File: src/rtl/cst_pkg.sv
package cst_pkg;
  typedef enum logic [1:0] {PH_IDLE, PH_SETUP, PH_STROBE, PH_HOLD} phase_e;

  localparam int STRB_LSB  = 7;
  localparam int STRB_W    = 5;
  localparam int SETUP_LSB = 12;
  localparam int SETUP_W   = 4;
  localparam int HOLD_LSB  = 16;
  localparam int HOLD_W    = 4;

  typedef struct packed {
    logic [HOLD_W-1:0]  hold;
    logic [SETUP_W-1:0] setup;
    logic [STRB_W-1:0]  strobe;  // already normalized, never zero
  } timing_t;
endpackage

File: src/rtl/cst_field_unpack.sv
module cst_field_unpack
  import cst_pkg::*;
(
  input  logic [31:0] opt_i,
  output timing_t     tim_o
);
  logic [STRB_W-1:0] strb_raw;
  logic              unused_opt;

  assign strb_raw     = opt_i[STRB_LSB +: STRB_W];
  assign tim_o.setup  = opt_i[SETUP_LSB +: SETUP_W];
  assign tim_o.hold   = opt_i[HOLD_LSB +: HOLD_W];
  assign tim_o.strobe = (strb_raw == '0) ? STRB_W'(1) : strb_raw;
  assign unused_opt   = ^opt_i;
endmodule

File: src/rtl/cst_slot_ctrl.sv
module cst_slot_ctrl #(
  parameter int NUM_SLOTS = 2
) (
  input  logic                   clk_i,
  input  logic                   rst_ni,
  input  logic [NUM_SLOTS*8-1:0] gcr_i,
  output logic [NUM_SLOTS-1:0]   card_reset_o,
  output logic [NUM_SLOTS-1:0]   card_oe_no
);
  localparam int RST_BIT = 6;
  localparam int OE_BIT  = 7;

  logic unused_gcr;
  assign unused_gcr = ^gcr_i;

  for (genvar s = 0; s < NUM_SLOTS; s++) begin : g_slot
    // safe state out of reset: card held in reset, buffers off
    always_ff @(posedge clk_i or negedge rst_ni) begin
      if (!rst_ni) begin
        card_reset_o[s] <= 1'b1;
        card_oe_no[s]   <= 1'b1;
      end else begin
        card_reset_o[s] <= gcr_i[s*8+RST_BIT];
        card_oe_no[s]   <= gcr_i[s*8+OE_BIT];
      end
    end
  end
endmodule

File: src/rtl/cst_phase_fsm.sv
module cst_phase_fsm
  import cst_pkg::*;
#(
  parameter int NUM_SLOTS = 2,
  parameter int SLOT_W    = 1,
  parameter int DATA_W    = 16,
  parameter int BMT_LIMIT = 60,
  localparam int CNT_W    = $clog2(BMT_LIMIT + 1)
) (
  input  logic                 clk_i,
  input  logic                 rst_ni,
  input  logic                 req_i,
  input  logic [SLOT_W-1:0]    slot_i,
  input  timing_t              tim_i,
  input  logic [NUM_SLOTS-1:0] slot_rst_i,
  input  logic [DATA_W-1:0]    card_rd_i,
  output logic [DATA_W-1:0]    rd_data_o,
  output logic                 strobe_o,
  output logic                 busy_o,
  output logic                 done_o,
  output logic                 err_o
);
  phase_e            st_q;
  timing_t           tim_q;
  logic [STRB_W-1:0] ph_cnt_q;
  logic [STRB_W-1:0] cur_len;
  logic [CNT_W-1:0]  tot_cnt_q;
  logic              ph_end;
  logic              timeout;

  always_comb begin
    unique case (st_q)
      PH_SETUP:  cur_len = STRB_W'(tim_q.setup);
      PH_STROBE: cur_len = tim_q.strobe;
      PH_HOLD:   cur_len = STRB_W'(tim_q.hold);
      default:   cur_len = STRB_W'(1);
    endcase
  end

  assign ph_end  = (ph_cnt_q == cur_len);
  assign timeout = (tot_cnt_q == CNT_W'(BMT_LIMIT));

  always_ff @(posedge clk_i or negedge rst_ni) begin
    if (!rst_ni) begin
      st_q      <= PH_IDLE;
      tim_q     <= '0;
      ph_cnt_q  <= '0;
      tot_cnt_q <= '0;
      rd_data_o <= '0;
      done_o    <= 1'b0;
      err_o     <= 1'b0;
    end else begin
      done_o <= 1'b0;
      err_o  <= 1'b0;
      if (st_q == PH_IDLE) begin
        if (req_i) begin
          tim_q <= tim_i;
          if (slot_rst_i[slot_i]) begin
            done_o <= 1'b1;
            err_o  <= 1'b1;
          end else begin
            st_q      <= (tim_i.setup != '0) ? PH_SETUP : PH_STROBE;
            ph_cnt_q  <= STRB_W'(1);
            tot_cnt_q <= CNT_W'(1);
          end
        end
      end else begin
        if (st_q == PH_STROBE && ph_end) rd_data_o <= card_rd_i;
        if (timeout) begin
          // bus monitor wins over a normal phase end
          st_q   <= PH_IDLE;
          done_o <= 1'b1;
          err_o  <= 1'b1;
        end else if (ph_end) begin
          ph_cnt_q  <= STRB_W'(1);
          tot_cnt_q <= tot_cnt_q + 1'b1;
          unique case (st_q)
            PH_SETUP: st_q <= PH_STROBE;
            PH_STROBE: begin
              if (tim_q.hold != '0) st_q <= PH_HOLD;
              else begin
                st_q   <= PH_IDLE;
                done_o <= 1'b1;
              end
            end
            default: begin
              st_q   <= PH_IDLE;
              done_o <= 1'b1;
            end
          endcase
        end else begin
          ph_cnt_q  <= ph_cnt_q + 1'b1;
          tot_cnt_q <= tot_cnt_q + 1'b1;
        end
      end
    end
  end

  assign strobe_o = (st_q == PH_STROBE);
  assign busy_o   = (st_q != PH_IDLE);
endmodule

File: src/rtl/card_strobe_seq.sv
module card_strobe_seq
  import cst_pkg::*;
#(
  parameter int NUM_SLOTS = 2,
  parameter int DATA_W    = 16,
  parameter int BMT_LIMIT = 60,
  localparam int SLOT_W   = (NUM_SLOTS > 1) ? $clog2(NUM_SLOTS) : 1
) (
  input  logic                   clk_i,
  input  logic                   rst_ni,
  input  logic                   req_i,
  input  logic [SLOT_W-1:0]      slot_i,
  input  logic [31:0]            opt_i,
  input  logic [NUM_SLOTS*8-1:0] gcr_i,
  input  logic [DATA_W-1:0]      card_rd_i,
  output logic [DATA_W-1:0]      rd_data_o,
  output logic                   strobe_o,
  output logic                   busy_o,
  output logic                   done_o,
  output logic                   err_o,
  output logic [NUM_SLOTS-1:0]   card_reset_o,
  output logic [NUM_SLOTS-1:0]   card_oe_no
);
  timing_t tim;

  cst_field_unpack i_unpack (
    .opt_i (opt_i),
    .tim_o (tim)
  );

  cst_slot_ctrl #(.NUM_SLOTS(NUM_SLOTS)) i_slot_ctrl (
    .clk_i        (clk_i),
    .rst_ni       (rst_ni),
    .gcr_i        (gcr_i),
    .card_reset_o (card_reset_o),
    .card_oe_no   (card_oe_no)
  );

  cst_phase_fsm #(
    .NUM_SLOTS (NUM_SLOTS),
    .SLOT_W    (SLOT_W),
    .DATA_W    (DATA_W),
    .BMT_LIMIT (BMT_LIMIT)
  ) i_fsm (
    .clk_i      (clk_i),
    .rst_ni     (rst_ni),
    .req_i      (req_i),
    .slot_i     (slot_i),
    .tim_i      (tim),
    .slot_rst_i (card_reset_o),
    .card_rd_i  (card_rd_i),
    .rd_data_o  (rd_data_o),
    .strobe_o   (strobe_o),
    .busy_o     (busy_o),
    .done_o     (done_o),
    .err_o      (err_o)
  );
endmodule

File: config.mk
export PLATFORM = sky130hd
export DESIGN_NAME = card_strobe_seq
export DESIGN_NICKNAME = d
export VERILOG_FILES = /design/src/rtl/cst_pkg.sv /design/src/rtl/cst_field_unpack.sv /design/src/rtl/cst_slot_ctrl.sv /design/src/rtl/cst_phase_fsm.sv /design/src/rtl/card_strobe_seq.sv
export SDC_FILE = /design/constraint.sdc
export NUM_CORES = 1
export LEC_CHECK = 0
export BUFFER_PORTS_ARGS = -buffer_cell sky130_fd_sc_hd__buf_2
export CAP_MARGIN = 20
export CELL_PAD_IN_SITES_DETAIL_PLACEMENT = 1
export CELL_PAD_IN_SITES_GLOBAL_PLACEMENT = 1
export CORE_ASPECT_RATIO = 0.7
export CORE_MARGIN = 2
export CORE_UTILIZATION = 37
export CTS_CLUSTER_SIZE = 40
export DETAILED_ROUTE_END_ITERATION = 10
export GPL_TIMING_DRIVEN = 0
export PLACE_DENSITY_LB_ADDON = 0.1
export SLEW_MARGIN = 10
export SYNTH_ARGS = -nofsm -noshare
export SYNTH_HDL_FRONTEND = slang
export SYNTH_SLANG_ARGS = --single-unit
File: constraint.sdc
create_clock -name clk_i -period 2.9 [get_ports clk_i]
set_input_delay 0.58 -clock clk_i [delete_from_list [all_inputs] [get_ports clk_i]]
set_output_delay 0.58 -clock clk_i [all_outputs]
set_load 0.05 [all_outputs]
* After elaboration in Yosys (flattened, before gate mapping) *
Index checks and enable logic that the tools add are counted.

word-level totals
  word-level logic and storage cells = 66
  flip-flop bits (word level) = 48
  input port bits = 68
  output and inout bits = 24

operators by class
  $lt $le $gt $ge = 1
  eq/ne operators = 8
  mux-type cells = 30
  bitwise operators = 1
  reduce and logical (&&, ||, !) cells = 11
  add/sub/neg operators = 2

operator list
  kind                                                number
  two-way mux 5 bit                                   6
  two-way mux 6 bit                                   4
  case mux 5 bit (3 select lines)                     1
  two-way mux 2 bit                                   7
  two-way mux 1 bit                                   10
  nonzero test 4 bit                                  2
  adder 6 x 1 -> 6 bit, second input constant         1
  == test 6 bit, second input constant                1
  inequality test 2 bit, second input constant        3
  AND reduction 3 bit                                 2
  adder 5 x 1 -> 5 bit, second input constant         1
  == test 5 bit                                       1
  zero test 5 bit                                     1
  == test 2 bit, second input constant                2
  case mux 2 bit (2 select lines)                     1
  AND reduction 2 bit                                 2
  nonzero test 3 bit                                  1
  == test 2 x 1 -> 1 bit, second input constant       1
  zero test 2 bit                                     1
  < comparator 1 x 2 -> 1 bit, second input constant  1
  case mux 1 bit (2 select lines)                     1
  nonzero test 2 bit                                  1
  logical AND 1 bit                                   1
  inverter 1 bit                                      1

* Depth between registers and ports, before layout *
  depth after elaboration = 6
  gate-level depth with buffers = 10
  mapped depth without buffers = 8

* Modules after synthesis *
From an unflattened synthesis, not the netlist that was laid out.

second synthesis, totals
  cells, all modules = 191
  area total of the unflattened synthesis = 2339.7 µm²

modules (own cells, without submodules)
  module            cells each  seq. area each (µm²)  area each (µm²)  times used
  cst_phase_fsm     173         1101.1                2139.6           1
  cst_slot_ctrl     4           105.1                 105.1            1
  cst_field_unpack  14          0.0                   95.1             1

* Least setup slack after synthesis *
OpenSTA, ideal clock, no wires.

  path type = register -> register
  from = reg i_fsm.st_q[0]
  to = reg i_fsm.rd_data_o[10]
  path buffers = 2
  stages on the path, launching flop included = 11
  clock period less this slack = 2828 ps
  path slack = 72 ps
  arrival = 2703 ps
  library setup time = 125 ps
  required time = 2775 ps
  cell sequence = dfrtp_1 inv_1 ha_1 buf_6 a222oi_1 a21oi_1 o31ai_1 o211a_4 nand3_4 buf_6 mux2_4

between the ends
  word-level cells in the longest chain between the ends = 5
  elaborated cells on any way between the ends = 9
  classes of those cells = eq/ne (4); mux (1); bitwise (1); reduce/logical (3)

ends and longest elaborated chain
  what                             line                   text
  start: declaration               cst_phase_fsm.sv:23    phase_e st_q;
  start signal: assignment         cst_phase_fsm.sv:62    st_q <= (tim_i.setup != '0) ? PH_SETUP : PH_STROBE;
  == test 2 bit *                  -
  via strobe_o                     card_strobe_seq.sv:17  output logic strobe_o,
  case mux 5 bit (3 select lines)  cst_phase_fsm.sv:32    unique case (st_q)
  == test 5 bit                    cst_phase_fsm.sv:40    assign ph_end = (ph_cnt_q == cur_len);
  logical AND 1 bit *              cst_phase_fsm.sv:68    if (st_q == PH_STROBE && ph_end) rd_data_o <= card_rd_i;
  AND reduction 2 bit (no line) *  -
  end signal: assignment           cst_phase_fsm.sv:68
  end: declaration                 cst_phase_fsm.sv:17    output logic [DATA_W-1:0] rd_data_o,

Mark *: on every way through the listed nets, which the timed path passes. The rest lies on a longest branch.
A chain may end at the register's enable or synchronous reset.

* Final worst setup path *
  from = reg i_fsm.st_q[0]
  to = reg i_fsm.rd_data_o[14]

between the ends
  word-level cells in the longest chain between the ends = 5
  elaborated cells on any way between the ends = 9
  classes of those cells = eq/ne (4); mux (1); bitwise (1); reduce/logical (3)

ends and longest elaborated chain
  what                                   line
  == test 2 bit (tied with other cells)  cst_phase_fsm.sv:32
  case mux 5 bit (3 select lines)        cst_phase_fsm.sv:32
  == test 5 bit                          cst_phase_fsm.sv:40
  logical AND 1 bit                      cst_phase_fsm.sv:68
  AND reduction 2 bit (no line) *        -

Mark *: on every way between the ends. The rest lies on a longest branch, timed or not.

==> metrics.cfg <==
[finish]
finalNonFillerCells=328
areaGrowthSynthToFinish_pct=24.31
fin_nets=328
fillers=647
postLayoutCoreUtil=0.4840
drive_gt1_frac=0.4545
diodes=0

[grt]
grt_pass1_vias=1797
grtUsageTotal=0.1588
grt_max_degree=33
grt_antenna_before_repair=0
grt_pass1_wl_um=8735
overflow=0

[floorplan]
fp.dieH_um=69.60
dieArea_mm2=0.006801
row_count=23
initial_utilization=0.3894
die_x_um=97.72
pin_count=92
coreArea_mm2=0.005842

[detailed_routing]
vias=1678
drt_iter0_drc=43
antenna_left=0
wl_per_cell_um=15.83
drt-pass1-iter-count=6
via_per_inst=5.116
wl_um=5191
drc_errors=0

[setup_path]
critical_path_arrival_ns=2.95
cp.required_ns=3.09
crit_chain=inv_1 -> ha_1 -> buf_6 -> a222oi_1 -> a21oi_1 -> o31ai_2 -> o211a_4 -> nand3_4 -> buf_6 -> mux2_4
slowest_stage=a222oi_1
critical_path_class=reg -> reg
critPathLaunchType=flop
endpoint_kind=flop
path_max_fanout=10
path_common_cell=buf_6
cp_top_family=compound AO/OA/AOI/OAI gates
slowest_delay_ns=0.49
worst-path-buf-inv=3

[outcome]
status=finished, final reports clean

[clock_network]
ctsLongestPathBuffers=2
ctsHoldBuffers=0
cts_num_sinks=48
cts_tree=done
htreeDepth=2
cts_made_buffers=5
cts_root_buf=clkbuf_8
clk_pin_slew_ns=0.09
clkLatencyLatePin_ns=0.30

[synthesis]
syn_area_per_cell_um2=12.64
synth_seq_area_share=0.5303
synth.distinct_cells=40
syn_area_mm2=0.002275
syn_nets=256
yosysWarnings=0
ys_seq_elements=48
synthCells=180

[pwr]
p_leak_nw=1.350
power_density_mw_per_mm2=1168
ir_worst_vdd_mv=0.5520

[timing]
setup_viol=0
maxClockFrequency_mhz=361.7
finalHoldViolations=0
tightest_slew_ns=0.6088
finClkSkew_ns=0.007482
drv_slew=0
max_slew_margin=0.5922
finalCritPeriodShare=0.9534
fin_crit_ns=2.765

[hold_path]
holdCritPathClass=in -> async

[run]
max-cap-violations=0

[placement]
place_inst=316
gp_congestion=0.7001
hpwl_um=3943
portBuffers=60

logic make-up (layout without fill, tap and decap cells):
group	after synthesis	after routing	synth area share
adders and majority gates	8	8	0.04401
AOI/OAI and AO/OA	26	26	0.08692
buffers and inverters	10	83	0.02310
DFF	48	48	0.5303
muxes	33	33	0.1777
xor gates and xnor gates	6	6	0.02311
and+or+nand+nor	49	49	0.1150
state kept, by name, indices dropped and copies added, names as in the netlist:
| name | count |
|---|---|
| i_fsm.tim_q | 13 |
| i_fsm.done_o | 1 |
| i_fsm.st_q | 2 |
| i_fsm.tot_cnt_q | 6 |
| i_fsm.err_o | 1 |
| i_slot_ctrl.card_oe_no | 2 |
| i_fsm.ph_cnt_q | 5 |
| i_fsm.rd_data_o | 16 |
| i_slot_ctrl.card_reset_o | 2 |
cells in the mapped netlist, drive strengths merged:
library cell | number | share of area
ha | 8 | 0.044
dfstp | 4 | 0.046
nand3b | 2 | 0.0066
or3 | 1 | 0.0028
dfrtp | 44 | 0.48
a21bo | 1 | 0.0044
nor3 | 4 | 0.0088
a21oi | 6 | 0.013
nor2 | 12 | 0.020
nor2b | 2 | 0.0055
and3 | 1 | 0.0028
a222oi | 3 | 0.013
a22o | 2 | 0.0077
o21ai | 3 | 0.0066
a221oi | 1 | 0.0039
nor4b | 1 | 0.0066
inv | 5 | 0.0083
mux2i | 4 | 0.018
clkbuf | 3 | 0.0050
xnor2 | 3 | 0.012
nand2 | 13 | 0.021
xor2 | 3 | 0.012
mux2 | 29 | 0.16
o41ai | 1 | 0.0039
nor4 | 2 | 0.0055
o211a | 1 | 0.0077
nand3 | 4 | 0.014
o211ai | 1 | 0.0033
nand2b | 2 | 0.0055
o22ai | 1 | 0.0028
a41o | 1 | 0.0044
nor3b | 1 | 0.0033
nand4 | 2 | 0.0055
and3b | 1 | 0.0039
buf | 2 | 0.0099
a31oi | 1 | 0.0028
o31ai | 4 | 0.013
or2 | 1 | 0.0028
cell usage in the layout, fill, tap and decap left out, types with 3 or more instances in the layout:
| master | count |
|---|---|
| nand3_1 | 3 |
| ha_1 | 8 |
| clkbuf_8 | 6 |
| o21ai_0 | 3 |
| mux2_2 | 19 |
| xnor2_1 | 3 |
| nand2_1 | 13 |
| clkbuf_1 | 3 |
| mux2_4 | 10 |
| a222oi_1 | 3 |
| inv_1 | 5 |
| xor2_1 | 3 |
| mux2i_1 | 4 |
| buf_2 | 60 |
| o31ai_1 | 3 |
| dfrtp_1 | 44 |
| a21oi_1 | 6 |
| buf_4 | 4 |
| dfstp_2 | 4 |
| nor3_1 | 4 |
| nor2_1 | 12 |
area by class of cell:
cell class	instances	area, um^2	share of cell area
sequential	48	1206	0.4266
multi-input combinational	122	1027	0.3633
timing repair buffer	65	350.3	0.1239
tap	75	93.84	0.03319
clock buffer	6	82.58	0.02920
buffer	5	33.78	0.01195
inverter	5	18.77	0.006637
clock inverter	2	15.01	0.005310
through the flow:
step / setup slack (ns) / setup TNS, ns / hold WS (ns) / instance area, um^2 / power (mW)
5_1_grt: -0.07094 / -0.6274 / 0.2166 / 2828 / 3.539
2_1_floorplan: 0.07166 / 0 / 0.2844 / 2275 / 2.410
6_report: 0.1352 / 0 / 0.2024 / 2828 / 3.302
3_5_place_dp: 0.06044 / 0 / 0.4898 / 2689 / 2.824
4_1_cts: 0.02224 / 0 / 0.2084 / 2786 / 3.265
3_3_place_gp: 0.09412 / 0 / 0.4827 / 2669 / 2.779
report_power, final:
part | total [mW] | switching, mW | leakage (nW) | internal [mW]
clock | 0.427 | 0.234 | 0.0434 | 0.193
combinational | 1.71 | 1.05 | 0.732 | 0.661
sequential | 1.16 | 0.209 | 0.575 | 0.956
worst paths after layout:
check / from / to / slack [ns] / depth (start not counted)
max: i_fsm.st_q[0] / i_fsm.rd_data_o[14] / 0.14 / 10
min: rst_ni / i_fsm.tot_cnt_q[5] / 0.20 / 1
max reg2reg: i_fsm.st_q[0] / i_fsm.rd_data_o[14] / 0.14 / 10
min reg2reg: i_fsm.rd_data_o[4] / i_fsm.rd_data_o[4] / 0.51 / 1
max in group asynchronous: rst_ni / i_slot_ctrl.card_oe_no[0] / 2.13 / 2
min in group clk_i: gcr_i[15] / i_slot_ctrl.card_oe_no[1] / 0.37 / 1
per-layer routing:
metal | vias up | GRT usage | part of all wire
li1 | 795 | - | -
met1 | 829 | 0.2351 | 0.51
met2 | 50 | 0.2360 | 0.43
met3 | 4 | 0.04335 | 0.054
met4 | 0 | 0.02778 | 0.0037
met5 | - | 0 | 0
repair_timing:
action	4_1_cts	5_1_grt
buffers inserted	0	4
endpoints found under the hold margin	0	0
setup endpoints to repair	0	11
gates resized for setup	0	2
No activity file was read; power rests on OpenSTA's default activity.
